<file path="src/rtl/ocmp_pkg.sv">
package ocmp_pkg;

    // Per-channel flag events gathered for one clock edge
    typedef struct packed {
        logic set;
        logic clr;
    } flag_evt_t;

    // Register slots that follow the compare registers: flag clear, enables
    localparam int EXTRA_SLOTS = 2;

endpackage

</file>
<file path="src/rtl/ocmp_regs.sv">
module ocmp_regs #(
    parameter int CNT_W  = 8,
    parameter int NUM_CH = 2,
    parameter int ADDR_W = 2
) (
    input  logic                             clk,
    input  logic                             rst_n,
    input  logic                             wr_en,
    input  logic [ADDR_W-1:0]                wr_addr,
    input  logic [CNT_W-1:0]                 wr_data,
    output logic [NUM_CH-1:0][CNT_W-1:0]     cmp_val,
    output logic [NUM_CH-1:0]                irq_en,
    output logic [NUM_CH-1:0]                clr_wr
);

    localparam logic [ADDR_W-1:0] CLR_ADDR = ADDR_W'(NUM_CH);
    localparam logic [ADDR_W-1:0] ENA_ADDR = ADDR_W'(NUM_CH + 1);

    typedef struct packed {
        logic [NUM_CH-1:0][CNT_W-1:0] cmp;
        logic [NUM_CH-1:0]            ena;
    } regs_t;

    regs_t r_d, r_q;

    always_comb begin
        r_d    = r_q;
        clr_wr = '0;
        if (wr_en) begin
            for (int i = 0; i < NUM_CH; i++) begin
                if (wr_addr == ADDR_W'(i)) begin
                    r_d.cmp[i] = wr_data;
                end
            end
            if (wr_addr == CLR_ADDR) begin
                clr_wr = wr_data[NUM_CH-1:0];
            end
            if (wr_addr == ENA_ADDR) begin
                r_d.ena = wr_data[NUM_CH-1:0];
            end
        end
    end

    always_ff @(posedge clk) begin
        if (!rst_n) begin
            r_q <= '0;
        end else begin
            r_q <= r_d;
        end
    end

    assign cmp_val = r_q.cmp;
    assign irq_en  = r_q.ena;

endmodule

</file>
<file path="src/rtl/ocmp_chan.sv">
module ocmp_chan
    import ocmp_pkg::*;
#(
    parameter int CNT_W = 8
) (
    input  logic             clk,
    input  logic             rst_n,
    input  logic             tick,
    input  logic [CNT_W-1:0] count,
    input  logic [CNT_W-1:0] cmp_val,
    input  logic             irq_en,
    input  logic             ack,
    input  logic             w1c,
    output logic             match,
    output logic             flag,
    output logic             irq
);

    typedef struct packed {
        logic flag;
    } chan_t;

    chan_t     s_d, s_q;
    flag_evt_t evt;

    always_comb begin
        match   = (count == cmp_val);
        evt.set = tick & match;
        evt.clr = ack | w1c;
        s_d     = s_q;
        if (evt.set) begin
            s_d.flag = 1'b1;
        end else if (evt.clr) begin
            s_d.flag = 1'b0;
        end
    end

    always_ff @(posedge clk) begin
        if (!rst_n) begin
            s_q <= '0;
        end else begin
            s_q <= s_d;
        end
    end

    assign flag = s_q.flag;
    assign irq  = s_q.flag & irq_en;

endmodule

</file>
<file path="src/rtl/ocmp_edges.sv">
module ocmp_edges #(
    parameter int CNT_W = 8
) (
    input  logic [CNT_W-1:0] count,
    output logic             at_top,
    output logic             at_bottom
);

    always_comb begin
        at_top    = (count == '1);
        at_bottom = (count == '0);
    end

endmodule

</file>
<file path="src/rtl/ocmp_dual.sv">
module ocmp_dual #(
    parameter int   CNT_W  = 8,
    parameter int   NUM_CH = 2,
    localparam int  ADDR_W = $clog2(NUM_CH + ocmp_pkg::EXTRA_SLOTS)
) (
    input  logic              clk,
    input  logic              rst_n,
    input  logic              tick,
    input  logic [CNT_W-1:0]  count,
    input  logic              wr_en,
    input  logic [ADDR_W-1:0] wr_addr,
    input  logic [CNT_W-1:0]  wr_data,
    input  logic [NUM_CH-1:0] irq_ack,
    output logic [NUM_CH-1:0] cmp_match,
    output logic              cnt_top,
    output logic              cnt_bottom,
    output logic [NUM_CH-1:0] flag,
    output logic [NUM_CH-1:0] irq
);

    logic [NUM_CH-1:0][CNT_W-1:0] cmp_val;
    logic [NUM_CH-1:0]            irq_en;
    logic [NUM_CH-1:0]            clr_wr;

    ocmp_regs #(
        .CNT_W (CNT_W),
        .NUM_CH(NUM_CH),
        .ADDR_W(ADDR_W)
    ) u_regs (
        .clk    (clk),
        .rst_n  (rst_n),
        .wr_en  (wr_en),
        .wr_addr(wr_addr),
        .wr_data(wr_data),
        .cmp_val(cmp_val),
        .irq_en (irq_en),
        .clr_wr (clr_wr)
    );

    for (genvar g = 0; g < NUM_CH; g++) begin : g_ch
        ocmp_chan #(
            .CNT_W(CNT_W)
        ) u_chan (
            .clk    (clk),
            .rst_n  (rst_n),
            .tick   (tick),
            .count  (count),
            .cmp_val(cmp_val[g]),
            .irq_en (irq_en[g]),
            .ack    (irq_ack[g]),
            .w1c    (clr_wr[g]),
            .match  (cmp_match[g]),
            .flag   (flag[g]),
            .irq    (irq[g])
        );
    end

    ocmp_edges #(
        .CNT_W(CNT_W)
    ) u_edges (
        .count    (count),
        .at_top   (cnt_top),
        .at_bottom(cnt_bottom)
    );

endmodule

</file>
<file path="config.mk">
export PLATFORM = sky130hd
export DESIGN_NAME = ocmp_dual
export DESIGN_NICKNAME = d
export VERILOG_FILES = /design/src/rtl/ocmp_pkg.sv /design/src/rtl/ocmp_regs.sv /design/src/rtl/ocmp_chan.sv /design/src/rtl/ocmp_edges.sv /design/src/rtl/ocmp_dual.sv
export SDC_FILE = /design/constraint.sdc
export NUM_CORES = 1
export LEC_CHECK = 0
export ABC_AREA = 1
export BUFFER_PORTS_ARGS = -buffer_cell sky130_fd_sc_hd__buf_2
export CAP_MARGIN = 15
export CORE_MARGIN = 2
export CORE_UTILIZATION = 40
export CTS_CLUSTER_SIZE = 40
export DETAILED_ROUTE_END_ITERATION = 16
export GPL_TIMING_DRIVEN = 0
export PLACE_DENSITY = 0.69
export REMOVE_ABC_BUFFERS = 1
export SYNTH_ARGS = -nofsm -noshare
export SYNTH_HDL_FRONTEND = slang
export SYNTH_HIERARCHICAL = 1
export SYNTH_SLANG_ARGS = --single-unit
</file>
<file path="constraint.sdc">
create_clock -name clk -period 1.35 [get_ports clk]
set_input_delay 0.405 -clock clk [delete_from_list [all_inputs] [get_ports clk]]
set_output_delay 0.405 -clock clk [all_outputs]
set_load 0.01 [all_outputs]
</file>
==> out/qor.csv <==
stage,metric,value,unit
timing,Worst slew margin,0.730,
floorplanning,die height,60.6,um
synth,Synth Area in Simple Gates,0.422,
floorplanning,Die ar.,3670,um^2
cts,Worst-path clk slew,120,ps
floorplanning,initial core utilization,0.420,
global_route,initial antenna violation count,0,
synth,count of different cell masters after synthesis,18,
final_layout,# nets final,271,
pwr,Power Total,1260,uW
setup_path,critical path data required time,950,ps
synth,Compound-Gate Fraction of Synth Area,0.0449,
setup_path,Worst Path Arrival,1340,ps
routing,DRT iter0 DRCs,28,
global_route,gr usage total,0.163,
timing,Final Slew Violations,0,
cts,htree depth,1,
synth,most instantiated cells after synthesis,"nand2_1, inv_1, nor2_1, dfxtp_1, nand3_1",
routing,# DRC,0,
global_route,vias in the first global route,1107,
global_route,first-pass GRT wire length,4540,um
timing,Worst Max-Slew Pin Slew,404,ps
final_layout,Fill cells,335,
routing,Detail Route Antenna Nets,0,
synth,Synth Warn #,6,
placement,Post-Place Cells,285,
timing,WHS,328,ps
final_layout,# diodes,0,
pwr,PD cells,812,nW/um^2
final_layout,Area Growth Syn to Fin,21.0,%
floorplanning,I/O pin total,32,
routing,Initial DRT Pass Iterations,4,
floorplanning,num rows,20,
synth,async set-reset flop share out of synthesis,0,
timing,final hold violations,0,
setup_path,Crit Path Category,flop to output port,
timing,# setup viols final,2,
final_layout,fraction of layout cells with a size suffix above 1,0.228,
setup_path,CP Capture Type,output port,
synth,Seq cells post-synth,20,
synth,Syn Inst Count,216,
hold_path,Worst Hold Class,input pin to flop,
cts,"Clk Latency, worst-skew pair",300,ps
synth,"count leader, synth",nand2_1,
job,MaxCap Viol Count,0,
synth,Synth top area share,0.313,
synth,XOR/XNOR Fraction of Synth Area,0.0547,
floorplanning,die width,60.6,um
routing,via count,1233,
synth,Synth Cell Area,1280,um^2
global_route,largest net degree at the start of global routing,21,
cts,CTS sink cnt,20,
cts,cts bufs inserted,3,
timing,RSZ-0062 raised after global routing,true,
synth,post-synthesis sequential area ratio,0.313,
global_route,GRT overflow,0,
routing,Post-Route WL,2610,um
synth,Post-synth top flop,dfxtp_1,
pwr,Leak,0.000851,uW
synth,post-synthesis mux area share,0,
synth,mean area per synthesized cell,5.93,um^2
final_layout,Final Non-Filler Cells,290,
cts,Clock Tree Buf Depth,2,
placement,PortBufs,31,
synth,"EDFF count, synth",0,
timing,Worst Skew,1.92,ps
timing,Fmax achieved,573,MHz
pwr,VDD IR max,0.463,mV
cts,Root Driver,clkbuf_4,
setup_path,critical path peak fanout,2,
synth,largest family of logic cells by synthesized area,simple AND/OR/NAND/NOR gates,
routing,average wire per standard cell,9.01,um
routing,Vias/cell,4.25,
synth,Post-Synth Adder-Cell Area,0,
cts,CTS tree,built,
timing,fin crit share,1.29,
status,status,"finished, violations left",
timing,final worst path period need,1750,ps
placement,DP Wirelength,1910,um
synth,leading post-synthesis cells by cell area,"dfxtp_1, nand2_1, inv_1, nor2_1, xnor2_1",
floorplanning,Core Footprint,3050,um^2
placement,global placer's final weighted congestion,0.763,
synth,"area leader, netlist",dfxtp_1,
timing,setup ws final,-395,ps
setup_path,CP Launch Type,flop,
status,failing checks,negative setup slack,
stage by stage:
stage                      util  area [um^2]  setup TNS (ps)  setup slack (ps)
after global routing      0.508         1550            -964              -494
final                     0.508         1550            -789              -395
after global placement    0.473         1440            -819              -354
after detailed placement  0.473         1440            -823              -369
after floorplan               -         1230            -176             -87.8
after CTS                 0.492         1500            -819              -426
layout by cell type, fill, tap and decap left out, types with 2 or more instances in the layout:
cell and n:
nand2_2 4, dfxtp_1 11, a21oi_2 2, nor2_1 37, buf_2 24, xnor2_1 8, nor3_1 2, a21oi_1 8
dfxtp_2 9, buf_6 3, buf_4 5, nand2_1 66, clkbuf_4 3, inv_1 43, or3b_1 2, nand3_1 11
flip-flops by register name (all words and copies together) (netlist names):
signal	count
g_ch.u_chan/flag	2
u_regs/irq_en	2
u_regs/cmp_val	16
final timing paths:
kind	from	end	slack [ps]	depth (start not counted)
setup reg to reg	u_regs/cmp_val[10]	g_ch[1].u_chan/flag	340	5
hold reg to reg	u_regs/cmp_val[6]	u_regs/cmp_val[6]	500	2
setup / recovery	u_regs/cmp_val[14]	cmp_match[1]	-400	4
hold / removal	wr_data[2]	u_regs/cmp_val[10]	330	3
worst max-delay path, cell delays in order, from the launching register on:
cell     delay (ps)
dfxtp_2         350
xnor2_1         120
nand2_1         120
nor4_4          280
buf_2           170
logic make-up (layout without fill, tap and decap cells):
| kind of cell | after synthesis | count (layout) |
|---|---|---|
| buf+inv | 50 | 80 |
| flops | 20 | 20 |
| xor+xnor | 8 | 8 |
| simple gates | 128 | 128 |
| compound gates | 10 | 10 |
routing by layer:
layer,share of wire,vias up,track usage
li1,-,690,-
met1,0.50,528,0.205
met2,0.46,13,0.281
met3,0.029,2,0.0171
met4,0.010,0,0.0745
met5,0,-,0
power breakdown:
part           total [uW]  switching, uW  internal, uW  leakage [uW]
clock network         362            198           164     0.0000210
logic                 258            150           107      0.000663
registers             639           17.8           621      0.000167
total                1260            366           893      0.000851
cell type report:
cell class / count / area, um^2 / area share
inverters: 44 / 165 / 0.107
flip-flops and latches: 20 / 412 / 0.266
multi-input cells: 146 / 691 / 0.446
clock buffers: 4 / 36.3 / 0.0234
well taps: 44 / 55.1 / 0.0355
repair buffers: 32 / 191 / 0.123
what timing repair did:
item	4_1_cts	5_1_grt
setup buffers	0	1
pin swaps	14	6
hold buffers	0	0
gates resized for setup	10	16
endpoints found under the hold margin	0	0
endpoints found under the setup margin	3	4
Power figures use the tool's default switching activity.
